<file path="config.mk">
export PLATFORM = sky130hd
export DESIGN_NAME = wm_dma_req_gen
export DESIGN_NICKNAME = d
export VERILOG_FILES = /design/src/rtl/wm_pkg.sv /design/src/rtl/wm_cfg_regs.sv /design/src/rtl/wm_channel.sv /design/src/rtl/wm_dma_req_gen.sv
export SDC_FILE = /design/constraint.sdc
export NUM_CORES = 1
export LEC_CHECK = 0
export ABC_AREA = 0
export BUFFER_PORTS_ARGS = -buffer_cell sky130_fd_sc_hd__buf_2
export CORE_ASPECT_RATIO = 2
export CORE_UTILIZATION = 40
export CTS_CLUSTER_SIZE = 20
export DETAILED_ROUTE_END_ITERATION = 10
export PLACE_DENSITY_LB_ADDON = 0.1
export SYNTH_ARGS = -nofsm -noshare
export SYNTH_HDL_FRONTEND = slang
export SYNTH_SLANG_ARGS = --single-unit
</file>
<file path="constraint.sdc">
create_clock -name clk -period 3.6 [get_ports clk]
set_input_delay 0.36 -clock clk [delete_from_list [all_inputs] [get_ports clk]]
set_output_delay 0.36 -clock clk [all_outputs]
set_load 0.02 [all_outputs]
</file>
<file path="src/rtl/wm_pkg.sv">
package wm_pkg;
   typedef enum logic {
      WM_DIR_RD = 1'b0,
      WM_DIR_WR = 1'b1
   } wm_dir_e;

   typedef enum logic {
      WM_SEL_THR   = 1'b0,
      WM_SEL_BURST = 1'b1
   } wm_sel_e;

   localparam int unsigned WM_RD_LSB = 0;
   localparam int unsigned WM_WR_LSB = 16;
   localparam int unsigned WM_WORD_W = 32;
endpackage

</file>
<file path="src/rtl/wm_cfg_regs.sv">
module wm_cfg_regs #(
   parameter int unsigned DEPTH   = 128,
   parameter int unsigned LVL_W   = $clog2(DEPTH + 1),
   parameter int unsigned BL_W    = 5,
   parameter int unsigned RST_THR = 16,
   parameter int unsigned RST_BL  = 8
) (
   input  logic                          clk,
   input  logic                          rst_n,
   input  logic                          we,
   input  logic                          sel,
   input  logic [wm_pkg::WM_WORD_W-1:0]  wdata,
   output logic [wm_pkg::WM_WORD_W-1:0]  rdata,
   output logic [LVL_W-1:0]              thr_rd,
   output logic [LVL_W-1:0]              thr_wr,
   output logic [BL_W-1:0]               bl_rd,
   output logic [BL_W-1:0]               bl_wr
);
   import wm_pkg::*;

   localparam logic [LVL_W-1:0] THR_MAX = LVL_W'(DEPTH);
   localparam logic [LVL_W-1:0] THR_RST = LVL_W'(RST_THR);
   localparam logic [BL_W-1:0]  BL_RST  = BL_W'(RST_BL);

   if (RST_THR < 1 || RST_THR > DEPTH) begin : g_bad_rst_thr
      $error("RST_THR must lie in 1..DEPTH");
   end
   if (RST_BL < 1 || RST_BL >= (1 << BL_W)) begin : g_bad_rst_bl
      $error("RST_BL must fit BL_W and be non-zero");
   end
   if (WM_WR_LSB + LVL_W > WM_WORD_W) begin : g_bad_field
      $error("threshold field does not fit the control word");
   end

   function automatic logic [LVL_W-1:0] clamp_thr(input logic [LVL_W-1:0] v);
      if (v == '0)          return LVL_W'(1);
      else if (v > THR_MAX) return THR_MAX;
      else                  return v;
   endfunction

   function automatic logic [BL_W-1:0] clamp_bl(input logic [BL_W-1:0] v);
      return (v == '0) ? BL_W'(1) : v;
   endfunction

   logic [LVL_W-1:0] f_thr_rd, f_thr_wr;
   logic [BL_W-1:0]  f_bl_rd, f_bl_wr;
   logic             unused_wdata_bits;

   assign f_thr_rd = wdata[WM_RD_LSB +: LVL_W];
   assign f_thr_wr = wdata[WM_WR_LSB +: LVL_W];
   assign f_bl_rd  = wdata[WM_RD_LSB +: BL_W];
   assign f_bl_wr  = wdata[WM_WR_LSB +: BL_W];
   assign unused_wdata_bits = ^wdata;

   always_ff @(posedge clk) begin
      if (!rst_n) begin
         thr_rd <= THR_RST;
         thr_wr <= THR_RST;
         bl_rd  <= BL_RST;
         bl_wr  <= BL_RST;
      end else if (we) begin
         if (sel == WM_SEL_THR) begin
            thr_rd <= clamp_thr(f_thr_rd);
            thr_wr <= clamp_thr(f_thr_wr);
         end else begin
            bl_rd <= clamp_bl(f_bl_rd);
            bl_wr <= clamp_bl(f_bl_wr);
         end
      end
   end

   always_comb begin
      rdata = '0;
      if (sel == WM_SEL_THR) begin
         rdata[WM_RD_LSB +: LVL_W] = thr_rd;
         rdata[WM_WR_LSB +: LVL_W] = thr_wr;
      end else begin
         rdata[WM_RD_LSB +: BL_W] = bl_rd;
         rdata[WM_WR_LSB +: BL_W] = bl_wr;
      end
   end

   assert_thr_zero_clamp_R2: assert property (@(posedge clk) disable iff (!rst_n)
      (we && sel == WM_SEL_THR && f_thr_rd == '0) |=> (thr_rd == LVL_W'(1)));

   assert_thr_high_clamp_R2: assert property (@(posedge clk) disable iff (!rst_n)
      (we && sel == WM_SEL_THR && f_thr_wr > THR_MAX) |=> (thr_wr == THR_MAX));

   assert_bl_zero_clamp_R3: assert property (@(posedge clk) disable iff (!rst_n)
      (we && sel == WM_SEL_BURST && f_bl_wr == '0) |=> (bl_wr == BL_W'(1)));
endmodule

</file>
<file path="src/rtl/wm_channel.sv">
module wm_channel #(
   parameter int unsigned DEPTH    = 128,
   parameter int unsigned LVL_W    = $clog2(DEPTH + 1),
   parameter int unsigned BL_W     = 5,
   parameter bit          IS_WRITE = 1'b0
) (
   input  logic              clk,
   input  logic              rst_n,
   input  logic              enable,
   input  logic [LVL_W-1:0]  level,
   input  logic [LVL_W-1:0]  thr,
   input  logic [BL_W-1:0]   bl,
   input  logic              beat,
   output logic              req,
   output logic [BL_W-1:0]   burst_sz,
   output logic              burst_end
);
   if (BL_W > LVL_W) begin : g_bad_bl_w
      $error("BL_W must not exceed LVL_W");
   end

   logic [LVL_W-1:0] avail;
   logic             busy;
   logic [LVL_W-1:0] seq_len, seq_cnt, base;
   logic [BL_W-1:0]  bl_cap;
   logic [LVL_W-1:0] remain, pos, cnt_nxt;
   logic             fire, seq_done;

   if (IS_WRITE) begin : g_free
      assign avail = LVL_W'(DEPTH) - level;
   end else begin : g_fill
      assign avail = level;
   end

   assign remain    = seq_len - base;
   assign pos       = seq_cnt - base;
   assign cnt_nxt   = seq_cnt + LVL_W'(1);
   assign burst_sz  = !busy ? '0 :
                      ((LVL_W'(bl_cap) < remain) ? bl_cap : remain[BL_W-1:0]);
   assign burst_end = busy && ((pos + LVL_W'(1)) == LVL_W'(burst_sz));
   assign fire      = enable && (avail >= thr);
   assign seq_done  = beat && (cnt_nxt == seq_len);
   assign req       = busy;

   always_ff @(posedge clk) begin
      if (!rst_n) begin
         busy    <= 1'b0;
         seq_len <= '0;
         seq_cnt <= '0;
         base    <= '0;
         bl_cap  <= '0;
      end else if (busy) begin
         if (!enable) begin
            busy <= 1'b0;
         end else if (beat) begin
            seq_cnt <= cnt_nxt;
            if (burst_end) base <= cnt_nxt;
            if (seq_done)  busy <= 1'b0;
         end
      end else if (fire) begin
         busy    <= 1'b1;
         seq_len <= thr;
         bl_cap  <= bl;
         seq_cnt <= '0;
         base    <= '0;
      end
   end

   assert_rise_needs_level_R4: assert property (@(posedge clk) disable iff (!rst_n)
      $rose(req) |-> $past(enable && (avail >= thr)));

   assert_hold_until_count_R6: assert property (@(posedge clk) disable iff (!rst_n)
      (req && enable && !seq_done) |=> req);

   assert_drop_on_last_word_R6: assert property (@(posedge clk) disable iff (!rst_n)
      (req && enable && seq_done) |=> !req);

   assert_count_bound_R6: assert property (@(posedge clk) disable iff (!rst_n)
      req |-> (seq_cnt < seq_len));

   assert_burst_range_R8: assert property (@(posedge clk) disable iff (!rst_n)
      req |-> (burst_sz != '0 && burst_sz <= bl_cap));

   assert_abort_R9: assert property (@(posedge clk) disable iff (!rst_n)
      (req && !enable) |=> !req);

   assert_len_frozen_R10: assert property (@(posedge clk) disable iff (!rst_n)
      (req && $past(req)) |-> $stable(seq_len));
endmodule

</file>
<file path="src/rtl/wm_dma_req_gen.sv">
module wm_dma_req_gen #(
   parameter int unsigned DEPTH   = 128,
   parameter int unsigned LVL_W   = $clog2(DEPTH + 1),
   parameter int unsigned BL_W    = 5,
   parameter int unsigned RST_THR = 16,
   parameter int unsigned RST_BL  = 8
) (
   input  logic              clk,
   input  logic              rst_n,
   input  logic              cfg_we,
   input  logic              cfg_sel,
   input  logic [31:0]       cfg_wdata,
   output logic [31:0]       cfg_rdata,
   input  logic [LVL_W-1:0]  fifo_level,
   input  logic              xfer_active,
   input  logic              xfer_dir,
   input  logic              beat_ack,
   output logic              rd_req,
   output logic              wr_req,
   output logic [BL_W-1:0]   burst_words,
   output logic              burst_last
);
   import wm_pkg::*;

   localparam int unsigned NCH = 2;

   if (DEPTH < 2) begin : g_bad_depth
      $error("DEPTH must be at least 2");
   end

   logic [LVL_W-1:0] thr_v [NCH];
   logic [BL_W-1:0]  bl_v  [NCH];
   logic             req_v [NCH];
   logic [BL_W-1:0]  bw_v  [NCH];
   logic             be_v  [NCH];

   wm_cfg_regs #(
      .DEPTH(DEPTH), .LVL_W(LVL_W), .BL_W(BL_W),
      .RST_THR(RST_THR), .RST_BL(RST_BL)
   ) u_cfg (
      .clk(clk), .rst_n(rst_n), .we(cfg_we), .sel(cfg_sel),
      .wdata(cfg_wdata), .rdata(cfg_rdata),
      .thr_rd(thr_v[0]), .thr_wr(thr_v[1]),
      .bl_rd(bl_v[0]), .bl_wr(bl_v[1])
   );

   for (genvar g = 0; g < NCH; g++) begin : g_ch
      logic ch_en;
      assign ch_en = xfer_active && (xfer_dir == ((g == 1) ? WM_DIR_WR : WM_DIR_RD));

      wm_channel #(
         .DEPTH(DEPTH), .LVL_W(LVL_W), .BL_W(BL_W), .IS_WRITE(g == 1)
      ) u_ch (
         .clk(clk), .rst_n(rst_n), .enable(ch_en), .level(fifo_level),
         .thr(thr_v[g]), .bl(bl_v[g]), .beat(beat_ack),
         .req(req_v[g]), .burst_sz(bw_v[g]), .burst_end(be_v[g])
      );
   end

   assign rd_req      = req_v[0];
   assign wr_req      = req_v[1];
   assign burst_words = bw_v[0] | bw_v[1];
   assign burst_last  = be_v[0] | be_v[1];

   assert_req_exclusive_R11: assert property (@(posedge clk) disable iff (!rst_n)
      !(rd_req && wr_req));

   assert_idle_burst_zero_R8: assert property (@(posedge clk) disable iff (!rst_n)
      (!rd_req && !wr_req) |-> (burst_words == '0 && !burst_last));
endmodule

</file>
==> run metrics <==
post-synthesis cell area=about 6300 um^2; CP arrival=between 3 and 4 ns; Nets=1030; DRC errors left=0; CP cell instances=inv_2 > ha_4 > inv_2 > fa_2 > a21o_1 > a21oi_2 > xor2_2 > ha_1 > o21a_1 > a21o_1 > o2111a_2 > a21oi_2 > or4_1 > and4b_1 > nand4_1 > buf_4 > nand2_2 > buf_6; first-pass GRT wire length=~30000 um; diodes inserted=0; fmax=~250 MHz; commonest non-fill, non-tap cells in the layout=nor2_1, dfxtp_1, nand2_1, buf_4, ha_1; worst reg-to-reg setup slack=-0.29 ns; Fill cells=between 1000 and 1500; post-route setup slack=-0.481 ns; CP max stage delay=roughly 0.50 ns; Clock transition at path regs=0.06 ns; RSZ-0062 raised after global routing=yes; vias in the first global route=between 6000 and 7000; largest net degree at the start of global routing=41; multi-input logic area=~4500 um^2; number of synthesized register bits=86; IO buf count=54; crit share post-route=113%; asr flop ratio synth=0%; Post-synth EDFFs=0; Synth warnings=0; IO Count=87; total of max-cap violations=0; H-tree depth=3; chip width=~90 um; RePlAce Congestion=around 0.93; Fin. Hold Viols=0; Area Overhead vs Synth=25.7%; Peak VDD IR=0.000223 V; CTS max path bufs=2; worst hold path class=in -> reg; Cells after Synth=slightly below 800; Final Setup Violations=20; GRT Resource Usage Total=around a quarter; max_slew headroom=approximately a quarter; CP Capture Type=output port; Die Y=approximately 180 um; Seq. cell area=1730 um^2; Crit-path slowest cell=or4_1; Pwr per Cell Area=310 nW/um^2; Worst EP required=between 3 and 4 ns; post-layout minimum cycle time=approximately 4.1 ns; WHS=0.282 ns; DP HPWL=around 15000 um; status=complete, but fails checks; CTS Hold Bufs=0; Leakage=0.00345 uW; sequential area share after synthesis=27.2%; startpoint types=register; failing checks=negative setup slack; layout cell share with drive strength beyond 1=24.3%; CTS root buffer=clkbuf_16; via count=between 5000 and 6000; Final ANT Viol Nets=0; most used flip-flop cell after synthesis=dfxtp_1; Max FO, Critical Path=4; First DRT Iteration DRCs=around 210; final WL=between 15000 and 20000 um; Starting Density=41.2%; row cnt=64; CTS tree=done; Final Power=roughly 2500 uW; Die ar.=16400 um^2; worst skew pair latency=around 0.34 ns; Least-Margin Pin Slew=roughly 1.1 ns; core area=around 15000 um^2; max-slew violation count=0; synth unique cells=63; total CTS buffers=9; final clock skew=slightly above 0.01 ns; commonest non-fill, non-tap cell in the layout=nor2_1; DP Worst Slack=-0.260 ns; initial antenna violation count=0; grt ovf=0; Vias/cell=between 5 and 6; Syn Area/Cell=about 8 um^2; clk sinks=86; crit path kind=reg -> out; routed len/inst=between 15 and 20 um; Pre-antenna DRT Iters=4
-- state kept, by name, summed over array words and instances (netlist names), 5 cells and up --
register	cells
g_ch.u_ch.seq_cnt	16
u_cfg.bl_rd	5
g_ch.u_ch.base	16
g_ch.u_ch.seq_len	16
u_cfg.thr_wr	8
g_ch.u_ch.bl_cap	10
u_cfg.bl_wr	5
u_cfg.thr_rd	8
-- worst paths after layout --
check	startpoint	end	depth (start not counted)
worst max-delay path	g_ch[0].u_ch.seq_len[0]	burst_last	18
worst min-delay path	cfg_wdata[3]	u_cfg.bl_rd[3]	3
worst max register to register	g_ch[0].u_ch.seq_len[0]	g_ch[0].u_ch.base[7]	18
worst min register to register	u_cfg.thr_wr[3]	u_cfg.thr_wr[3]	2
-- cell type report --
type	count	area share, %
inverter	57	2.72
sequential	86	21.8
clock inverter	6	1.16
timing repair buffer	134	11.6
tap	198	3.11
clock buffer	10	2.88
multi-input combinational	622	56.7
-- critical path: cells and delay by family, from the launching register on --
kind	cells	cell delay, ns
compound gates	6	0.98
xor+xnor	1	0.10
fa+ha+maj	3	0.77
buf+inv	4	0.35
flops	1	0.33
simple gates	4	0.86
-- cell usage after synthesis, drive strengths merged (3+ instances only) --
cell type / number / area, um^2
o21a: 7 / 52.6
ha: 69 / 863
mux2: 3 / 33.8
nand4: 7 / 58.8
a211oi: 7 / 62.6
xnor2: 30 / 263
o211ai: 6 / 45.0
nor4: 9 / 62.6
or2: 3 / 18.8
mux2i: 32 / 320
nand3b: 8 / 60.1
nand2b: 5 / 31.3
o311ai: 3 / 26.3
dfxtp: 86 / 1720
and3: 4 / 25.0
nand2: 79 / 297
nor3: 12 / 60.1
or3: 6 / 37.5
nor2: 88 / 330
o21ai: 32 / 160
nor2b: 5 / 31.3
xor2: 26 / 228
a21o: 15 / 113
inv: 57 / 214
a31oi: 12 / 75.1
or3b: 3 / 26.3
nor4b: 3 / 26.3
a21oi: 58 / 294
fa: 4 / 80.1
buf: 19 / 131
and2: 4 / 25.0
clkbuf: 25 / 93.8
nand3: 32 / 173
o22ai: 8 / 50.1
-- kinds of logic (layout without fill, tap and decap cells) --
logic type                 count (synthesis)  after routing  share of synthesized area (%)
and+or+nand+nor                          273            273                           20.7
AOI/OAI and AO/OA                        167            167                           16.6
buffers and inverters                    101            207                           6.93
DFF                                       86             86                           27.2
adders and majority gates                 75             75                           15.2
xor gates and xnor gates                  56             56                           7.74
muxes                                     35             35                           5.59
other                                      1             16                         0.0592
-- routing by layer --
layer  global-route usage (%)  wire [um]
met1                     22.3       6670
met2                     47.0      10900
met3                     3.13        362
met4                     14.2       1080
met5                        0          0
-- stage by stage --
step / setup TNS (ns) / utilization [%] / area [um^2] / instances
2_1_floorplan: 0 / - / 6420 / 809
3_3_place_gp: -1.84 / 46.9 / 7210 / 1083
3_5_place_dp: -3.62 / 46.9 / 7210 / 1083
4_1_cts: -4.34 / 50.1 / 7710 / 1106
5_1_grt: -6.89 / 51.8 / 7960 / 1113
6_report: -3.49 / 51.8 / 7960 / 1113
-- repair_timing --
action / 4_1_cts / 5_1_grt
buffers inserted: 7 / 8
endpoints found under the setup margin: 22 / 22
gates resized for setup: 44 / 41
endpoints found under the hold margin: 0 / 0
pin swaps: 21 / 25
-- report_power, final --
part	leakage [uW]	internal, uW	switching (uW)
clock network	0.000150	613	398
logic	0.00260	199	271
registers	0.000701	971	19.6
(Power assumes the default switching activity.)
